File: src/rtl/twb_pkg.sv
package twb_pkg;
  localparam int TWB_DW_DEF   = 32;
  localparam int TWB_WAIT_DEF = 8;
  localparam int TWB_SLOTS    = 2;

  typedef enum logic [1:0] {
    DEC_IDLE   = 2'd0,
    DEC_ACCEPT = 2'd1,
    DEC_RETRY  = 2'd2,
    DEC_STALL  = 2'd3
  } twb_dec_t;
endpackage

File: src/rtl/twb_store.sv
module twb_store #(
  parameter int DW    = 32,
  parameter int BW    = DW / 8,
  parameter int DEPTH = 2,
  localparam int EW   = DW + BW,
  localparam int PW   = (DEPTH > 1) ? $clog2(DEPTH) : 1,
  localparam int CW   = $clog2(DEPTH + 1)
) (
  input  logic          clk,
  input  logic          rst,
  input  logic          push,
  input  logic [DW-1:0] push_data,
  input  logic [BW-1:0] push_be,
  input  logic          pop,
  output logic [DW-1:0] head_data,
  output logic [BW-1:0] head_be,
  output logic [CW-1:0] count,
  output logic [CW-1:0] count_nxt,
  output logic          empty,
  output logic          full,
  output logic          pop_fire
);
  logic [EW-1:0] mem [DEPTH];
  logic [PW-1:0] wr_ptr, rd_ptr;
  logic [CW-1:0] count_q;
  logic [EW-1:0] head_word;

  function automatic logic [PW-1:0] ptr_inc(input logic [PW-1:0] p);
    return (p == PW'(DEPTH - 1)) ? '0 : p + PW'(1);
  endfunction

  assign empty     = (count_q == '0);
  assign full      = (count_q == CW'(DEPTH));
  assign pop_fire  = pop && !empty;
  assign count     = count_q;
  assign count_nxt = count_q + CW'(push) - CW'(pop_fire);

  always_ff @(posedge clk) begin
    if (push) mem[wr_ptr] <= {push_be, push_data};
  end

  always_ff @(posedge clk) begin
    if (rst) begin
      wr_ptr  <= '0;
      rd_ptr  <= '0;
      count_q <= '0;
    end else begin
      if (push)     wr_ptr <= ptr_inc(wr_ptr);
      if (pop_fire) rd_ptr <= ptr_inc(rd_ptr);
      count_q <= count_nxt;
    end
  end

  assign head_word = mem[rd_ptr];
  assign head_data = head_word[DW-1:0];
  assign head_be   = head_word[EW-1:DW];

  a_r7_no_overflow: assert property (@(posedge clk) disable iff (rst)
    (push && full) |-> pop_fire);
  a_r9_empty_pop_ignored: assert property (@(posedge clk) disable iff (rst)
    (empty && pop && !push) |=> (count == '0));
  a_r7_occupancy_bound: assert property (@(posedge clk) disable iff (rst)
    count <= CW'(DEPTH));
endmodule

File: src/rtl/twb_gate.sv
module twb_gate
  import twb_pkg::*;
#(
  parameter int RETRY_WAIT = 8,
  localparam int WW = $clog2(RETRY_WAIT + 1)
) (
  input  logic clk,
  input  logic rst,
  input  logic bus_valid,
  input  logic bus_start,
  input  logic bus_last,
  input  logic buf_empty,
  input  logic buf_full,
  input  logic pop_fire,
  output logic accept,
  output logic retry,
  output logic open_q,
  output logic open_nxt
);
  twb_dec_t      dec;
  logic [1:0]    idx_q;
  logic [WW-1:0] wait_q;
  logic          space;

  assign space = !buf_full || pop_fire;

  always_comb begin
    dec = DEC_IDLE;
    if (bus_valid) begin
      if (bus_start) begin
        dec = buf_empty ? DEC_ACCEPT : DEC_RETRY;
      end else if (open_q) begin
        if (idx_q < 2'd2 || space)                 dec = DEC_ACCEPT;
        else if (wait_q == WW'(RETRY_WAIT - 1))    dec = DEC_RETRY;
        else                                       dec = DEC_STALL;
      end else begin
        dec = DEC_RETRY;
      end
    end
  end

  assign accept = (dec == DEC_ACCEPT);
  assign retry  = (dec == DEC_RETRY);

  always_comb begin
    open_nxt = open_q;
    if (accept)     open_nxt = !bus_last;
    else if (retry) open_nxt = 1'b0;
  end

  always_ff @(posedge clk) begin
    if (rst) begin
      open_q <= 1'b0;
      idx_q  <= '0;
      wait_q <= '0;
    end else begin
      open_q <= open_nxt;
      case (dec)
        DEC_ACCEPT: begin
          wait_q <= '0;
          if (bus_start)           idx_q <= 2'd1;
          else if (idx_q != 2'd2)  idx_q <= idx_q + 2'd1;
        end
        DEC_RETRY: begin
          wait_q <= '0;
          idx_q  <= '0;
        end
        DEC_STALL: wait_q <= wait_q + WW'(1);
        default: ;
      endcase
    end
  end

  a_r3_retry_late_only: assert property (@(posedge clk) disable iff (rst)
    (retry && !bus_start && open_q) |-> (idx_q == 2'd2));
  a_r4_wait_bounded: assert property (@(posedge clk) disable iff (rst)
    wait_q <= WW'(RETRY_WAIT - 1));
  a_r4_hold_stable: assert property (@(posedge clk) disable iff (rst)
    (bus_valid && !accept && !retry) |=> (bus_valid && !bus_start));
  a_r5_answers_exclusive: assert property (@(posedge clk) disable iff (rst)
    !(accept && retry));
endmodule

File: src/rtl/twb_attn.sv
module twb_attn (
  input  logic clk,
  input  logic rst,
  input  logic open_nxt,
  input  logic held_nxt,
  output logic attn
);
  always_ff @(posedge clk) begin
    if (rst) attn <= 1'b0;
    else     attn <= open_nxt || held_nxt;
  end
endmodule

File: src/rtl/twb_top.sv
module twb_top #(
  parameter int DW         = twb_pkg::TWB_DW_DEF,
  parameter int BW         = DW / 8,
  parameter int RETRY_WAIT = twb_pkg::TWB_WAIT_DEF,
  localparam int DEPTH     = twb_pkg::TWB_SLOTS,
  localparam int CW        = $clog2(DEPTH + 1)
) (
  input  logic          clk,
  input  logic          rst,
  input  logic          bus_valid,
  input  logic          bus_start,
  input  logic          bus_last,
  input  logic [DW-1:0] bus_wdata,
  input  logic [BW-1:0] bus_wbe,
  output logic          bus_accept,
  output logic          bus_retry,
  input  logic          loc_rdy,
  output logic          loc_attn,
  output logic [DW-1:0] loc_data,
  output logic [BW-1:0] loc_be
);
  logic          buf_empty, buf_full, pop_fire;
  logic [CW-1:0] count, count_nxt;
  logic          open_q, open_nxt;

  twb_store #(.DW(DW), .BW(BW), .DEPTH(DEPTH)) u_store (
    .clk(clk), .rst(rst),
    .push(bus_accept), .push_data(bus_wdata), .push_be(bus_wbe),
    .pop(loc_rdy),
    .head_data(loc_data), .head_be(loc_be),
    .count(count), .count_nxt(count_nxt),
    .empty(buf_empty), .full(buf_full), .pop_fire(pop_fire)
  );

  twb_gate #(.RETRY_WAIT(RETRY_WAIT)) u_gate (
    .clk(clk), .rst(rst),
    .bus_valid(bus_valid), .bus_start(bus_start), .bus_last(bus_last),
    .buf_empty(buf_empty), .buf_full(buf_full), .pop_fire(pop_fire),
    .accept(bus_accept), .retry(bus_retry),
    .open_q(open_q), .open_nxt(open_nxt)
  );

  twb_attn u_attn (
    .clk(clk), .rst(rst),
    .open_nxt(open_nxt), .held_nxt(count_nxt != '0),
    .attn(loc_attn)
  );

  a_r2_empty_start_taken: assert property (@(posedge clk) disable iff (rst)
    (bus_valid && bus_start && buf_empty) |-> bus_accept);
  a_r5_busy_start_refused: assert property (@(posedge clk) disable iff (rst)
    (bus_valid && bus_start && !buf_empty) |-> (bus_retry && !bus_accept));
  a_r8_attn_while_held: assert property (@(posedge clk) disable iff (rst)
    (count != '0 && !pop_fire) |=> loc_attn);
  a_r8_attn_while_open: assert property (@(posedge clk) disable iff (rst)
    (bus_accept && !bus_last) |=> loc_attn);
  a_r1_idle_answers: assert property (@(posedge clk) disable iff (rst)
    !bus_valid |-> (!bus_accept && !bus_retry));
endmodule

File: config.mk
export PLATFORM = sky130hd
export DESIGN_NAME = twb_top
export DESIGN_NICKNAME = d
export VERILOG_FILES = /design/src/rtl/twb_pkg.sv /design/src/rtl/twb_store.sv /design/src/rtl/twb_gate.sv /design/src/rtl/twb_attn.sv /design/src/rtl/twb_top.sv
export SDC_FILE = /design/constraint.sdc
export NUM_CORES = 1
export LEC_CHECK = 0
export ABC_AREA = 1
export BUFFER_PORTS_ARGS = -buffer_cell sky130_fd_sc_hd__buf_2
export CAP_MARGIN = 10
export CORE_ASPECT_RATIO = 1.25
export CORE_UTILIZATION = 55
export DETAILED_ROUTE_END_ITERATION = 7
export PLACE_DENSITY = 0.82
export SETUP_SLACK_MARGIN = 0.05
export SYNTH_ARGS = -nofsm -noshare
export SYNTH_HDL_FRONTEND = slang
export SYNTH_SLANG_ARGS = --single-unit
File: constraint.sdc
create_clock -name clk -period 5.8 [get_ports clk]
set_clock_uncertainty 0.05 [all_clocks]
set_input_delay 0.58 -clock clk [delete_from_list [all_inputs] [get_ports clk]]
set_output_delay 0.58 -clock clk [all_outputs]
set_load 0.02 [all_outputs]
# ---- Yosys cells after proc, flatten, opt, wreduce, memory -nomap -nowiden
# Memory sizes are Yosys's and may differ from the RTL's. A register that Yosys moved wholly into a read port is not among the register bits.
# Cells that the tools add are included.
# Widths: inputs -> output; s select.
dict set report word_totals {
  output_inout_bits 39
  mem_count 1
  register_bits 12
  in_bits 42
  elab_cells 53
  ram_bits 72
}
dict set report classes {
  n_reduce_logical 13
  n_eq_ne 7
  muxes 18
  addsub 6
  magnitude_cmp 1
}
# name depth word_bits read_ports rd_ports_with_merged_regs wr line
set mem_list {}
lappend mem_list {u_store.mem 2 36 1 1 1 twb_store.sv:23} ;# logic [EW-1:0] mem [DEPTH];
# op n
set ops {}
lappend ops {{$mux 2} 7}
lappend ops {{$mux 1} 9}
lappend ops {{$pmux 4 s2} 1}
lappend ops {{$eq 2x2->1 const B} 3}
lappend ops {{$reduce_bool 2->1} 3}
lappend ops {{$add 4x1->4 const B} 1}
lappend ops {{$eq 4x3->1 const B} 1}
lappend ops {{$pmux 2 s2} 1}
lappend ops {{$logic_not 1->1} 3}
lappend ops {{$logic_or 1x1->1} 3}
lappend ops {{$ne 3x2->1 const B} 1}
lappend ops {{$add 1x1->1 const B} 2}
lappend ops {{$add 2x1->2} 1}
lappend ops {{$add 2x1->2 const B} 1}
lappend ops {{$eq 2x1->1 const B} 1}
lappend ops {{$logic_not 2->1} 1}
lappend ops {{$lt 2x2->1 const B} 1}
lappend ops {{$ne 2x2->1 const B} 1}
lappend ops {{$reduce_and 2->1} 1}
lappend ops {{$reduce_or 2->1} 1}
lappend ops {{$sub 2x1->2} 1}
lappend ops {{$logic_and 1x1->1} 1}

# ---- Depth between registers and ports, before layout
dict set report logic_depth {
  ltp_word 14
  mapped_depth 15
  mapped_depth_nobuf 15
}

# ---- By module
# A second synthesis with hierarchy kept.
dict set report unflattened {
  cells_unflattened 223
  hier_area_um2 3500.9
}
# mod n_inst cells_each seq_area_each_um2 area_each_um2
set modules_own_cells {}
lappend modules_own_cells {twb_store 1 151 2262.2 3000.4}
lappend modules_own_cells {twb_gate 1 66 140.1 461.7}
lappend modules_own_cells {twb_attn 1 3 20.0 27.5}
lappend modules_own_cells {twb_top 1 3 0.0 11.3}

# ---- Least setup slack after synthesis
# OpenSTA, ideal clock, no wires.
dict set report synth_timing {
  path_type {input-to-reg}
  from {input bus_start}
  to {memory u_store.mem[1][0] (netlist bit), enable pin}
  t_arrival_ps 2498
  slack_ps 2822
  t_required_ps 5319
  path_stages 5
  setup_ps 431
  cell_sequence {nor2_2 -> nand2_2 -> nand2_4 -> nand2_4 -> nor2_1}
}
dict set report synth_via {
  elab_chain_len 5
}
# element line
set synth_rtl {}
lappend synth_rtl {{start, declared} twb_top.sv:11} ;# input logic bus_start,
lappend synth_rtl {{$mux 2} twb_gate.sv:30} ;# if (bus_start) begin
lappend synth_rtl {{$mux 2} twb_gate.sv:29} ;# if (bus_valid) begin
lappend synth_rtl {{$eq 2x1->1} twb_gate.sv:42} ;# assign accept = (dec == DEC_ACCEPT);
lappend synth_rtl {{$mux 1} twb_store.sv:39} ;# if (push) mem[wr_ptr] <= {push_be, push_data};
lappend synth_rtl {{$mux 1 (implied by the code)} twb_store.sv:39}
lappend synth_rtl {{end, declared} twb_store.sv:23}
# Every way passes these cells.

==> results.py <==
metrics = {
    "clock_tree": {
        "tritoncts": "built",
        "clk_latency_ns": 0.33,
        "cts_setup_buffers": 0,
        "root_buffer": "clkbuf_8",
        "clk_path_buf_depth": 2,
        "clk_pin_slew_ns": 0.08,
        "holdBufCountCts": 0,
        "numCtsBuffers": 9,
        "htree_num_levels": 3,
        "clock-sinks": 85,
        "cts_resized": 0,
    },
    "final_layout": {
        "final_nets": 335,
        "syn_to_final_growth_pct": 20.1,
        "fillCellCount": 409,
        "diodes": 0,
        "multi_input_area_um2": 776,
        "final_layout_size_suffix_gt1_share_pct": 47.3,
        "regArea_um2": 2420,
    },
    "route": {
        "first_pass_iters": 8,
        "routedWlPerCell_um": 14.6,
        "wl_met1_um": 2080,
        "wl_met3_um": 382,
        "drt-total-wl_um": 5250,
        "vias": 1897,
        "drtAntennaViolNets": 0,
        "wl_met2_um": 2680,
        "vias_per_cell": 5.27,
        "drt_iter0_drc": 131,
        "topRoutingLayerUsed": "met4",
        "drc": 12,
    },
    "global_routing": {
        "antenna_found_initial": 0,
        "grt_pass1_wl_um": 8480,
        "grt_pass1_vias": 1903,
        "grt_util_all_layers_pct": 18.4,
        "grt_overflow": 0,
        "grt_max_degree": 38,
    },
    "min_path": {
        "hp-class": "input port to flop",
    },
    "die": {
        "fp.dieH_um": 88.1,
        "fp.dieW_um": 70.9,
        "core_um2": 5740,
        "start_util_pct": 56.8,
        "row_count": 31,
        "dieArea_um2": 6240,
        "io-pin-count": 81,
    },
    "logic_synthesis": {
        "synth_cell_types": 21,
        "ys_warn_count": 0,
        "netlist_area_um2": 3260,
        "avgSynthCellArea_um2": 16.0,
        "synth_cells": 204,
        "ys_ff_latch": 85,
        "seq_area_frac_synth_pct": 74.3,
        "synth_nets": 249,
    },
    "timing": {
        "setup_slack_ns": 3.36,
        "slew_viol_final": 0,
        "max_freq_mhz": 411,
        "fin_crit_ns": 2.44,
        "final_hold_viol_count": 0,
        "tns_ns": 0,
        "timing.hold.ws_ns": 0.378,
        "worst_pin_slew_ns": 1.06,
        "rsz0062_at_grt": "no",
        "min_period_over_period_pct": 42.0,
        "maxSlewHeadroom_pct": 29.4,
        "setup_viol": 0,
    },
    "worst_setup_path": {
        "cp.required_ns": 5.17,
        "cp.arrival_ns": 1.81,
        "startpoint_type": "flop",
        "cp_top_family": "flip-flops",
        "worst-path-buf-inv": 1,
        "endpoint_kind": "output pin",
        "path_cells": "mux2_2 -> buf_2",
        "crit_fanout": 36,
        "crit_path_max_incr_delay_ns": 0.88,
        "crit_type": "flop to output pin",
        "cp_slowest_cell": "dfxtp_2",
    },
    "power": {
        "pwr-share-seq_pct": 50.1,
        "switchingPower_uw": 489,
        "powerDensity_nw_per_um2": 409,
        "irDropWorstVdd_uv": 251,
        "p_clk_share_pct": 23.7,
        "p_leak_nw": 1.52,
        "p_int_mw": 1.11,
        "pwr-share-comb_pct": 26.2,
        "p_sw_share_pct": 30.5,
    },
    "flow_run": {
        "drv_cap": 0,
    },
    "placed_design": {
        "portBuffers": 80,
        "gp_routability_congestion": 0.760,
        "dp_hpwl_um": 3570,
        "dp_slack_ns": 3.40,
    },
    "status": {
        "violations": "design-rule violations",
        "status": "finished, violations left",
    },
}
[per-layer routing]
layer  up-vias  track usage [%]
met2        64             31.9
li1        909                -
met1       913             20.6
met4         0             7.64
met5         -                0
met3        11             7.02
[layout by cell type, fill, tap and decap left out]
cell type   instances
xor2_1              3
nand3_1             8
buf_2              80
nand4_1             1
nor2_1              6
clkbuf_1            1
ha_1                3
nand2_1            19
nand3b_1            1
o21ai_0             5
nand2_2             1
o21a_1              1
clkinv_1            2
nand2_4             2
inv_1              13
nor3_4              1
nor2_4              2
mux2_2             36
a21oi_1             8
clkinvlp_4          2
inv_2               1
bufinv_16           1
nor2_2              3
edfxtp_1           72
clkbuf_8            9
dfxtp_2             1
dfxtp_1            12
[power groups by stage]
stage | Sequential [mW] | Combinational [mW] | Clock [mW]
detailed placement | 0.818 | 0.425 | 0
finish | 0.803 | 0.420 | 0.380
global placement | 0.814 | 0.418 | 0
global route | 0.814 | 0.457 | 0.422
CTS | 0.805 | 0.427 | 0.388
floorplan | 0.786 | 0.323 | 0
[sequential cells by signal, indices dropped and copies added, names as in the netlist, named ones only]
signal and flops:
u_store.mem 72, u_store.wr_ptr 1, u_gate.idx_q 2, u_store.count 2
u_gate.open_q 1, u_store.rd_ptr 1, u_gate.wait_q 4, u_attn.attn 1
[cell usage after synthesis]
cell type	number	area (um^2)
o21ai_0	5	25.0
mux2_2	36	405
nand4_1	1	6.26
a21oi_1	8	40.0
nand2_2	1	6.26
edfxtp_1	72	2160
nand3_1	8	40.0
clkbuf_2	1	5.00
nor2_1	8	30.0
xor2_1	3	26.3
nand2_4	2	22.5
ha_1	3	37.5
buf_2	4	20.0
dfxtp_1	13	260
inv_1	13	48.8
o21a_1	1	7.51
nor3_4	1	16.3
inv_2	1	3.75
nand2_1	19	71.3
nor2_2	3	18.8
nand3b_1	1	7.51
[worst paths after layout]
path,from,to,slack (ns),cells after the start
worst max-delay path,flop,loc_data[19],3.36,2
worst min-delay path,bus_wdata[20],u_store.mem[0][20],0.38,1
worst max register to register,u_store.count[1],u_store.mem[1][26],3.77,7
worst min register to register,u_store.rd_ptr,u_store.rd_ptr,0.41,1
[area by class of cell]
cell class | count | area share [%]
Sequential cell | 85 | 61.9
Multi-Input combinational cell | 100 | 19.8
Timing Repair Buffer | 80 | 10.2
Clock buffer | 10 | 3.26
Tap cell | 66 | 2.11
Clock inverter | 5 | 1.34
Inverter | 14 | 1.34
[cells by family after synthesis]
group	share of synthesized area (%)
simple gates	6.72
xor+xnor	0.806
compound gates	2.23
mux	12.4
buf+inv	2.38
fa+ha+maj	1.15
flops	74.3
[per-stage QoR]
step	power [mW]	std cells	utilization, %	cell area [um^2]
global route	1.69	360	68.2	3920
detailed placement	1.24	345	65.1	3730
CTS	1.62	360	68.2	3920
global placement	1.23	345	65.1	3730
floorplan	1.11	204	-	3260
finish	1.60	360	68.2	3920
(Power assumes the default switching activity.)
